File: config.mk
export PLATFORM = sky130hd
export DESIGN_NAME = dcache_lookup
export DESIGN_NICKNAME = d
export VERILOG_FILES = /design/src/rtl/dcl_pkg.sv /design/src/rtl/dcl_tags.sv /design/src/rtl/dcl_data.sv /design/src/rtl/dcache_lookup.sv
export SDC_FILE = /design/constraint.sdc
export NUM_CORES = 2
export LEC_CHECK = 0
export ABC_CLOCK_PERIOD_IN_PS = 10700
export BUFFER_PORTS_ARGS = -buffer_cell sky130_fd_sc_hd__clkbuf_2
export CELL_PAD_IN_SITES_DETAIL_PLACEMENT = 1
export CELL_PAD_IN_SITES_GLOBAL_PLACEMENT = 2
export CORE_UTILIZATION = 51
export DETAILED_ROUTE_END_ITERATION = 12
export PLACE_DENSITY_LB_ADDON = 0.1
export SYNTH_ARGS = -nofsm -noshare
export SYNTH_HDL_FRONTEND = slang
export SYNTH_SLANG_ARGS = --single-unit
File: constraint.sdc
create_clock -name clk -period 10.7 [get_ports clk]
set_input_delay 0.535 -clock clk [delete_from_list [all_inputs] [get_ports clk]]
set_output_delay 0.535 -clock clk [all_outputs]
set_load 0.05 [all_outputs]
File: src/rtl/dcl_pkg.sv
`timescale 1ns/1ps
// Shared types for the data cache lookup controller.
package dcl_pkg;
    // Controller sequencing states.
    typedef enum logic [1:0] {
        ST_IDLE  = 2'd0,   // lookups served, misses dispatched
        ST_EVICT = 2'd1,   // dirty victim being written back
        ST_FILL  = 2'd2,   // line fill beats being absorbed
        ST_NCRD  = 2'd3    // waiting for a non-allocating read word
    } ctl_state_t;
endpackage

File: src/rtl/dcl_tags.sv
`timescale 1ns/1ps
// Tag, valid and dirty storage with a parallel way compare.
// Assumes: one lookup index per cycle, at most one dirty-set and one
// install per cycle, WAYS a power of two of at least 2.
module dcl_tags #(
    parameter int WAYS  = 2,
    parameter int SETS  = 4,
    parameter int TAG_W = 25,
    parameter int IDX_W = 2,
    parameter int WAY_W = 1
) (
    input  logic             clk,
    input  logic             rst_n,
    input  logic [IDX_W-1:0] lk_idx,
    input  logic [TAG_W-1:0] lk_tag,
    output logic             hit,
    output logic [WAY_W-1:0] hit_way,
    output logic [WAY_W-1:0] vic_way,
    output logic             vic_valid,
    output logic             vic_dirty,
    output logic [TAG_W-1:0] vic_tag,
    input  logic             dirty_set,
    input  logic [IDX_W-1:0] dirty_idx,
    input  logic [WAY_W-1:0] dirty_way,
    input  logic             inst_en,
    input  logic [IDX_W-1:0] inst_idx,
    input  logic [WAY_W-1:0] inst_way,
    input  logic [TAG_W-1:0] inst_tag
);
    logic [TAG_W-1:0] tag_q   [SETS][WAYS];
    logic [WAYS-1:0]  valid_q [SETS];
    logic [WAYS-1:0]  dirty_q [SETS];
    logic [WAY_W-1:0] rr_q    [SETS];
    logic [WAYS-1:0]  match;

    // One comparator per way.
    for (genvar w = 0; w < WAYS; w++) begin : g_cmp
        assign match[w] = valid_q[lk_idx][w] && (tag_q[lk_idx][w] == lk_tag);
    end

    // Encode the matching way (a tag is resident in at most one way).
    always_comb begin
        hit_way = '0;
        for (int w = 0; w < WAYS; w++) begin
            if (match[w]) hit_way = WAY_W'(w);
        end
    end

    assign hit       = |match;
    assign vic_way   = rr_q[lk_idx];
    assign vic_valid = valid_q[lk_idx][vic_way];
    assign vic_dirty = dirty_q[lk_idx][vic_way];
    assign vic_tag   = tag_q[lk_idx][vic_way];

    // State bits: valid, dirty and round-robin pointer per set.
    always_ff @(posedge clk) begin
        if (!rst_n) begin
            for (int s = 0; s < SETS; s++) begin
                valid_q[s] <= '0;
                dirty_q[s] <= '0;
                rr_q[s]    <= '0;
            end
        end else begin
            if (dirty_set) dirty_q[dirty_idx][dirty_way] <= 1'b1;
            if (inst_en) begin
                valid_q[inst_idx][inst_way] <= 1'b1;
                dirty_q[inst_idx][inst_way] <= 1'b0;
                rr_q[inst_idx] <= (inst_way == WAY_W'(WAYS-1)) ? '0 : inst_way + 1'b1;
            end
        end
    end

    // Tag capture on line install.
    always_ff @(posedge clk) begin
        if (inst_en) tag_q[inst_idx][inst_way] <= inst_tag;
    end
endmodule

File: src/rtl/dcl_data.sv
`timescale 1ns/1ps
// Word storage for all lines: one asynchronous read port, one write port.
// Assumes the address is {set, way, word} and the depth is 2**AW.
module dcl_data #(
    parameter int DATA_W = 32,
    parameter int AW     = 6
) (
    input  logic              clk,
    input  logic [AW-1:0]     rd_addr,
    output logic [DATA_W-1:0] rd_data,
    input  logic              we,
    input  logic [AW-1:0]     wr_addr,
    input  logic [DATA_W-1:0] wr_data
);
    localparam int DEPTH = 1 << AW;
    logic [DATA_W-1:0] mem [DEPTH];

    assign rd_data = mem[rd_addr];

    // Single write per cycle from a store hit or a fill beat.
    always_ff @(posedge clk) begin
        if (we) mem[wr_addr] <= wr_data;
    end
endmodule

File: src/rtl/dcache_lookup.sv
`timescale 1ns/1ps
// Hit/miss and allocation control for a set-associative data cache.
// Hits are served whatever the enable says; a miss allocates only when
// the cache is on and the page is cacheable, otherwise it is passed to
// memory as one word. Dirty victims are written back before the fill.
// Assumes the processor holds the request while stall is high and that
// memory accepts a write every cycle.
module dcache_lookup #(
    parameter int ADDR_W     = 32,
    parameter int DATA_W     = 32,
    parameter int WAYS       = 2,
    parameter int SETS       = 4,
    parameter int LINE_WORDS = 8
) (
    input  logic              clk,
    input  logic              rst_n,
    input  logic              req_valid,
    input  logic              req_write,
    input  logic [ADDR_W-1:0] req_addr,
    input  logic [DATA_W-1:0] req_wdata,
    input  logic              pg_cacheable,
    input  logic              pg_wthru,
    input  logic              cache_on,
    output logic              stall,
    output logic              rd_valid,
    output logic [DATA_W-1:0] rd_data,
    output logic              mem_rd_req,
    output logic              mem_rd_line,
    output logic [ADDR_W-1:0] mem_rd_addr,
    input  logic              mem_rsp_valid,
    input  logic [DATA_W-1:0] mem_rsp_data,
    output logic              mem_wr_req,
    output logic [ADDR_W-1:0] mem_wr_addr,
    output logic [DATA_W-1:0] mem_wr_data
);
    import dcl_pkg::*;

    localparam int BYTE_OFF = $clog2(DATA_W / 8);
    localparam int WORD_W   = $clog2(LINE_WORDS);
    localparam int OFF_W    = BYTE_OFF + WORD_W;
    localparam int IDX_W    = $clog2(SETS);
    localparam int WAY_W    = $clog2(WAYS);
    localparam int TAG_W    = ADDR_W - IDX_W - OFF_W;
    localparam int AW       = IDX_W + WAY_W + WORD_W;
    localparam logic [WORD_W-1:0] LAST      = WORD_W'(LINE_WORDS - 1);
    localparam logic [ADDR_W-1:0] WORD_MASK = ~ADDR_W'((1 << BYTE_OFF) - 1);
    localparam logic [ADDR_W-1:0] LINE_MASK = ~ADDR_W'((1 << OFF_W) - 1);

    ctl_state_t        state_q;
    logic [WORD_W-1:0] cnt_q;
    logic [IDX_W-1:0]  m_idx;
    logic [TAG_W-1:0]  m_tag;
    logic [TAG_W-1:0]  m_vtag;
    logic [WAY_W-1:0]  m_way;

    logic [IDX_W-1:0]  req_idx;
    logic [TAG_W-1:0]  req_tag;
    logic [WORD_W-1:0] req_word;
    logic              lk_hit;
    logic [WAY_W-1:0]  hit_way;
    logic [WAY_W-1:0]  vic_way;
    logic              vic_valid;
    logic              vic_dirty;
    logic [TAG_W-1:0]  vic_tag;
    logic              idle;
    logic              can_alloc;
    logic              st_hit;
    logic              fill_beat;
    logic              dirty_set;
    logic              inst_en;
    logic [AW-1:0]     arr_raddr;
    logic [AW-1:0]     arr_waddr;
    logic [DATA_W-1:0] arr_rdata;
    logic [DATA_W-1:0] arr_wdata;
    logic              arr_we;

    assign req_idx   = req_addr[OFF_W +: IDX_W];
    assign req_tag   = req_addr[ADDR_W-1 -: TAG_W];
    assign req_word  = req_addr[BYTE_OFF +: WORD_W];
    assign idle      = (state_q == ST_IDLE);
    assign can_alloc = cache_on && pg_cacheable;
    assign st_hit    = idle && req_valid && lk_hit && req_write;
    assign fill_beat = (state_q == ST_FILL) && mem_rsp_valid;
    assign dirty_set = st_hit && !pg_wthru;
    assign inst_en   = fill_beat && (cnt_q == LAST);

    dcl_tags #(
        .WAYS(WAYS), .SETS(SETS), .TAG_W(TAG_W), .IDX_W(IDX_W), .WAY_W(WAY_W)
    ) u_tags (
        .clk(clk), .rst_n(rst_n),
        .lk_idx(req_idx), .lk_tag(req_tag),
        .hit(lk_hit), .hit_way(hit_way),
        .vic_way(vic_way), .vic_valid(vic_valid), .vic_dirty(vic_dirty), .vic_tag(vic_tag),
        .dirty_set(dirty_set), .dirty_idx(req_idx), .dirty_way(hit_way),
        .inst_en(inst_en), .inst_idx(m_idx), .inst_way(m_way), .inst_tag(m_tag)
    );

    // Array ports: eviction reads the victim, fill beats write the victim slot.
    assign arr_raddr = (state_q == ST_EVICT) ? {m_idx, m_way, cnt_q} : {req_idx, hit_way, req_word};
    assign arr_waddr = fill_beat ? {m_idx, m_way, cnt_q} : {req_idx, hit_way, req_word};
    assign arr_wdata = fill_beat ? mem_rsp_data : req_wdata;
    assign arr_we    = fill_beat || st_hit;

    dcl_data #(.DATA_W(DATA_W), .AW(AW)) u_data (
        .clk(clk), .rd_addr(arr_raddr), .rd_data(arr_rdata),
        .we(arr_we), .wr_addr(arr_waddr), .wr_data(arr_wdata)
    );

    // Stall: busy states hold the request; in idle only blocking misses stall.
    always_comb begin
        case (state_q)
            ST_IDLE: stall = req_valid && !lk_hit && (can_alloc || !req_write);
            ST_NCRD: stall = !mem_rsp_valid;
            default: stall = 1'b1;
        endcase
    end

    // Sequencer and registered outputs toward the processor and memory.
    always_ff @(posedge clk) begin
        if (!rst_n) begin
            state_q     <= ST_IDLE;
            cnt_q       <= '0;
            m_idx       <= '0;
            m_tag       <= '0;
            m_vtag      <= '0;
            m_way       <= '0;
            rd_valid    <= 1'b0;
            rd_data     <= '0;
            mem_rd_req  <= 1'b0;
            mem_rd_line <= 1'b0;
            mem_rd_addr <= '0;
            mem_wr_req  <= 1'b0;
            mem_wr_addr <= '0;
            mem_wr_data <= '0;
        end else begin
            rd_valid   <= 1'b0;
            mem_rd_req <= 1'b0;
            mem_wr_req <= 1'b0;
            case (state_q)
                ST_IDLE: begin
                    if (req_valid) begin
                        if (lk_hit) begin
                            if (!req_write) begin
                                rd_valid <= 1'b1;
                                rd_data  <= arr_rdata;
                            end else if (pg_wthru) begin
                                mem_wr_req  <= 1'b1;
                                mem_wr_addr <= req_addr & WORD_MASK;
                                mem_wr_data <= req_wdata;
                            end
                        end else if (can_alloc) begin
                            m_idx  <= req_idx;
                            m_tag  <= req_tag;
                            m_way  <= vic_way;
                            m_vtag <= vic_tag;
                            cnt_q  <= '0;
                            if (vic_valid && vic_dirty) begin
                                state_q <= ST_EVICT;
                            end else begin
                                mem_rd_req  <= 1'b1;
                                mem_rd_line <= 1'b1;
                                mem_rd_addr <= req_addr & LINE_MASK;
                                state_q     <= ST_FILL;
                            end
                        end else if (req_write) begin
                            mem_wr_req  <= 1'b1;
                            mem_wr_addr <= req_addr & WORD_MASK;
                            mem_wr_data <= req_wdata;
                        end else begin
                            mem_rd_req  <= 1'b1;
                            mem_rd_line <= 1'b0;
                            mem_rd_addr <= req_addr & WORD_MASK;
                            state_q     <= ST_NCRD;
                        end
                    end
                end
                ST_EVICT: begin
                    mem_wr_req  <= 1'b1;
                    mem_wr_addr <= {m_vtag, m_idx, cnt_q, {BYTE_OFF{1'b0}}};
                    mem_wr_data <= arr_rdata;
                    cnt_q       <= cnt_q + 1'b1;
                    if (cnt_q == LAST) begin
                        mem_rd_req  <= 1'b1;
                        mem_rd_line <= 1'b1;
                        mem_rd_addr <= {m_tag, m_idx, {OFF_W{1'b0}}};
                        state_q     <= ST_FILL;
                    end
                end
                ST_FILL: begin
                    if (mem_rsp_valid) begin
                        cnt_q <= cnt_q + 1'b1;
                        if (cnt_q == LAST) state_q <= ST_IDLE;
                    end
                end
                ST_NCRD: begin
                    if (mem_rsp_valid) begin
                        rd_valid <= 1'b1;
                        rd_data  <= mem_rsp_data;
                        state_q  <= ST_IDLE;
                    end
                end
                default: state_q <= ST_IDLE;
            endcase
        end
    end
endmodule

==> flow_summary_export.csv <==
group,metric,value,unit
synth,synth_cells,5583,
setup_path,cp.required,11.47,ns
synth,yosys.area_share.simple,6.27,%
clock_network,clk_pin_slew_worst_paths,0.06,ns
power_and_ir_drop,max-vdd-ir-drop,0.000187,V
synth,synth_xor_area_share,0.341,%
synth,muxShareOfSynthArea,14.2,%
final_layout,drive_gt1_share,23.2,%
timing,setup_viol,0,
detailed_routing,antenna_left,0,
synth,async_reset_ff_share,0,%
synth,yosys.area_share.adder,0.0768,%
clock_network,worstSkewPairLatency,0.94,ns
timing,rsz0062_at_grt,"false",
grt,grt_first_pass_wirelength,424000,microns
synth,synthTopCellsByArea,"edfxtp_1 70%, mux4_2 10%, dfxtp_1 3.9%, nand2_1 2.8%, mux2i_1 2.7%",
detailed_routing,num_vias,55900,
clock_network,cts_root_buf,"clkbuf_16",
final_layout,most-common-layout-cells,"2265 x edfxtp_1, 682 x nand2_1, 448 x mux4_2",
final_layout,ff_latch_area,71800,sq um
setup_path,path_class,"reg2reg",
detailed_routing,wirelength,301000,microns
synth,syn_avg_cell_area,17.5,sq um
timing,max_freq,162,MHz
clock_network,numCtsBuffers,277,
timing,slew_viol_final,0,
flow_run,cap_violations,0,
detailed_routing,drc,0,
timing,worst_clock_skew,0.0633,ns
setup_path,worstPathArrival,6.94,ns
die,rows,160,
synth,synth-main-ff-cell,"edfxtp_1",
synth,synth-edff-count,2265,
synth,ys_ff_latch,2454,
final_layout,fin_nets,6055,
timing,worst_pin_slew,1.37,ns
synth,synth_seq_area_share,73.5,%
die,start_util,51.4,%
grt,grt_pass1_vias,57200,
synth,netlist_area,97700,sq um
detailed_routing,viasPerCell,6.46,
setup_path,path_max_fanout,71,
timing,max_slew_margin,8.74,%
grt,overflow,0,
final_layout,areaGrowthSynthToFinish,13.9,%
timing,final.min_clock_period,6.17,ns
timing,setup_tns,0,ns
setup_path,end_kind,"flip-flop",
die,die-area,193000,sq um
final_layout,fillCellCount,16800,
synth,synth_top_family_by_area,"multiplexers",
clock_network,cts_setup_buffers,0,
synth,yosysTopAreaCell,"edfxtp_1",
synth,synth_top_area_share,69.6,%
grt,grt_start_max_net_pins,106,
timing,finalCritPeriodShare,57.6,%
clock_network,cts_tree,"done",
setup_path,cp-start-kind,"flip-flop",
clock_network,postCtsHoldBufs,22,
die,die_y,440,microns
final_layout,final_common_cell,"edfxtp_1",
power_and_ir_drop,p_leak,0.0371,uW
synth,synth.distinct_cells,84,
timing,final_hold_viol_count,0,
die,chipWidth,440,microns
place,gp_congestion,0.857,
die,ioPinCount,237,
grt,grtUsageTotal,31.3,%
power_and_ir_drop,finalPower,26500,uW
clock_network,htreeDepth,5,
outcome,status,"finished, final reports clean",
power_and_ir_drop,cellPowerDensity,238,nW/um^2
clock_network,cts_sinks,2454,
clock_network,cts.path.max_buffers,4,
place,dpl.hpwl,177000,microns
place,io_buffers,230,
synth,synth_compound_area_share,3.75,%
detailed_routing,avgRoutedWirePerCell,34.8,microns
detailed_routing,firstDrtPassIters,6,
min_path,hp-class,"in2reg",
synth,yosysWarnings,0,
clock_network,post_cts_resize_count,0,
grt,grt_antenna_before_repair,13,
final_layout,multi_input_area,24900,sq um
die,coreArea,190000,sq um
detailed_routing,drt_iter0_markers,5945,
## power by group
part | internal [uW] | switching [uW] | leakage [uW]
clock network | 5310 | 3710 | 0.00412
logic | 1840 | 4280 | 0.0110
registers | 11200 | 174 | 0.0220
total | 18300 | 8160 | 0.0371
## cell usage after synthesis (all sizes together), types with 9 or more instances
library cell and number:
o32a 10, nand2b 20, buf 193, nand4 55, a31oi 18, edfxtp 2265, dfxtp 189, o21ai 60
o211a 21, a32oi 20, and3 9, or3 10, inv 20, xnor2 30, o221a 10, o22ai 41
o211ai 27, mux2 55, and2 9, mux4 465, a21oi 148, nor2b 21, nand3 202, nor4 12
nor3 88, o2111ai 9, or4 9, nor2 228, a222oi 9, a311oi 16, a211oi 67, clkbuf 159
mux2i 268, nand2 720
## kinds of logic after synthesis
| family | Yosys count |
|---|---|
| AOI/OAI and AO/OA | 519 |
| xor gates and xnor gates | 38 |
| adders and majority gates | 6 |
| buffers and inverters | 372 |
| DFF | 2454 |
| muxes | 788 |
| other | 1 |
| and+or+nand+nor | 1405 |
## per-stage QoR
step | std cells | hold slack [ns] | cell area (sq um) | setup slack, ns | util (%)
6_report | 8656 | 0.0478 | 111000 | 4.53 | 58.5
5_1_grt | 8650 | 0.0247 | 111000 | 4.29 | 58.5
4_1_cts | 8650 | 0.000711 | 111000 | 4.62 | 58.5
3_5_place_dp | 8155 | 0.444 | 103000 | 3.72 | 53.9
3_3_place_gp | 8155 | 0.440 | 103000 | 3.80 | 53.9
2_1_floorplan | 5586 | 0.433 | 97700 | 5.84 | -
## layer usage
layer | routed length [microns] | share of wire (%) | global-route usage [%]
met2 | 146000 | 48 | 50.7
met1 | 122000 | 40 | 43.2
met4 | 11900 | 3.9 | 11.7
met3 | 21300 | 7.1 | 4.69
met5 | 27 | 0.0090 | 0
## worst max-delay path, cell delays in order (launching register included)
cell and delay [ns]:
dfxtp_1 0.37, inv_1 0.13, ha_4 0.75, mux2i_4 0.62, buf_12 0.52, buf_4 0.53, mux4_2 0.57, o2111ai_1 0.20
o21ai_0 0.27, a21oi_1 0.72, o221ai_1 0.68, a21oi_1 0.37, nor3_1 0.07
## flip-flops by register name, summed over array words and instances (netlist names), 2 cells and up
register        cells
m_tag              25
m_idx               2
u_data.mem       2048
state_q             2
rd_data            32
u_tags.tag_q      200
u_tags.valid_q      8
mem_rd_addr        30
mem_wr_addr        30
u_tags.rr_q         4
u_tags.dirty_q      8
cnt_q               3
mem_wr_data        32
m_vtag             25
## area by class of cell
class,instances,share of cell area (%)
antenna,6,0.0135
clock buffer,358,6.76
clock inverter,115,0.864
inverter,20,0.0720
multi-input combinational,2760,22.4
sequential,2454,64.5
tap,2511,2.82
timing repair buffer,432,2.58
## final timing paths
| path | startpoint | depth (start not counted) | slack [ns] | end |
|---|---|---|---|---|
| worst max-delay path | state_q[1]$_SDFFE_PN0P_ | 12 | 4.53 | mem_wr_data[21]$_SDFFE_PN0P_ |
| worst min-delay path | mem_rsp_data[18] | 4 | 0.05 | rd_data[18]$_SDFFE_PN0P_ |
| worst max register to register | state_q[1]$_SDFFE_PN0P_ | 12 | 4.53 | mem_wr_data[21]$_SDFFE_PN0P_ |
| worst min register to register | mem_rd_addr[2]$_SDFFE_PN0P_ | 2 | 0.45 | mem_rd_addr[2]$_SDFFE_PN0P_ |
(Power assumes the default switching activity.)
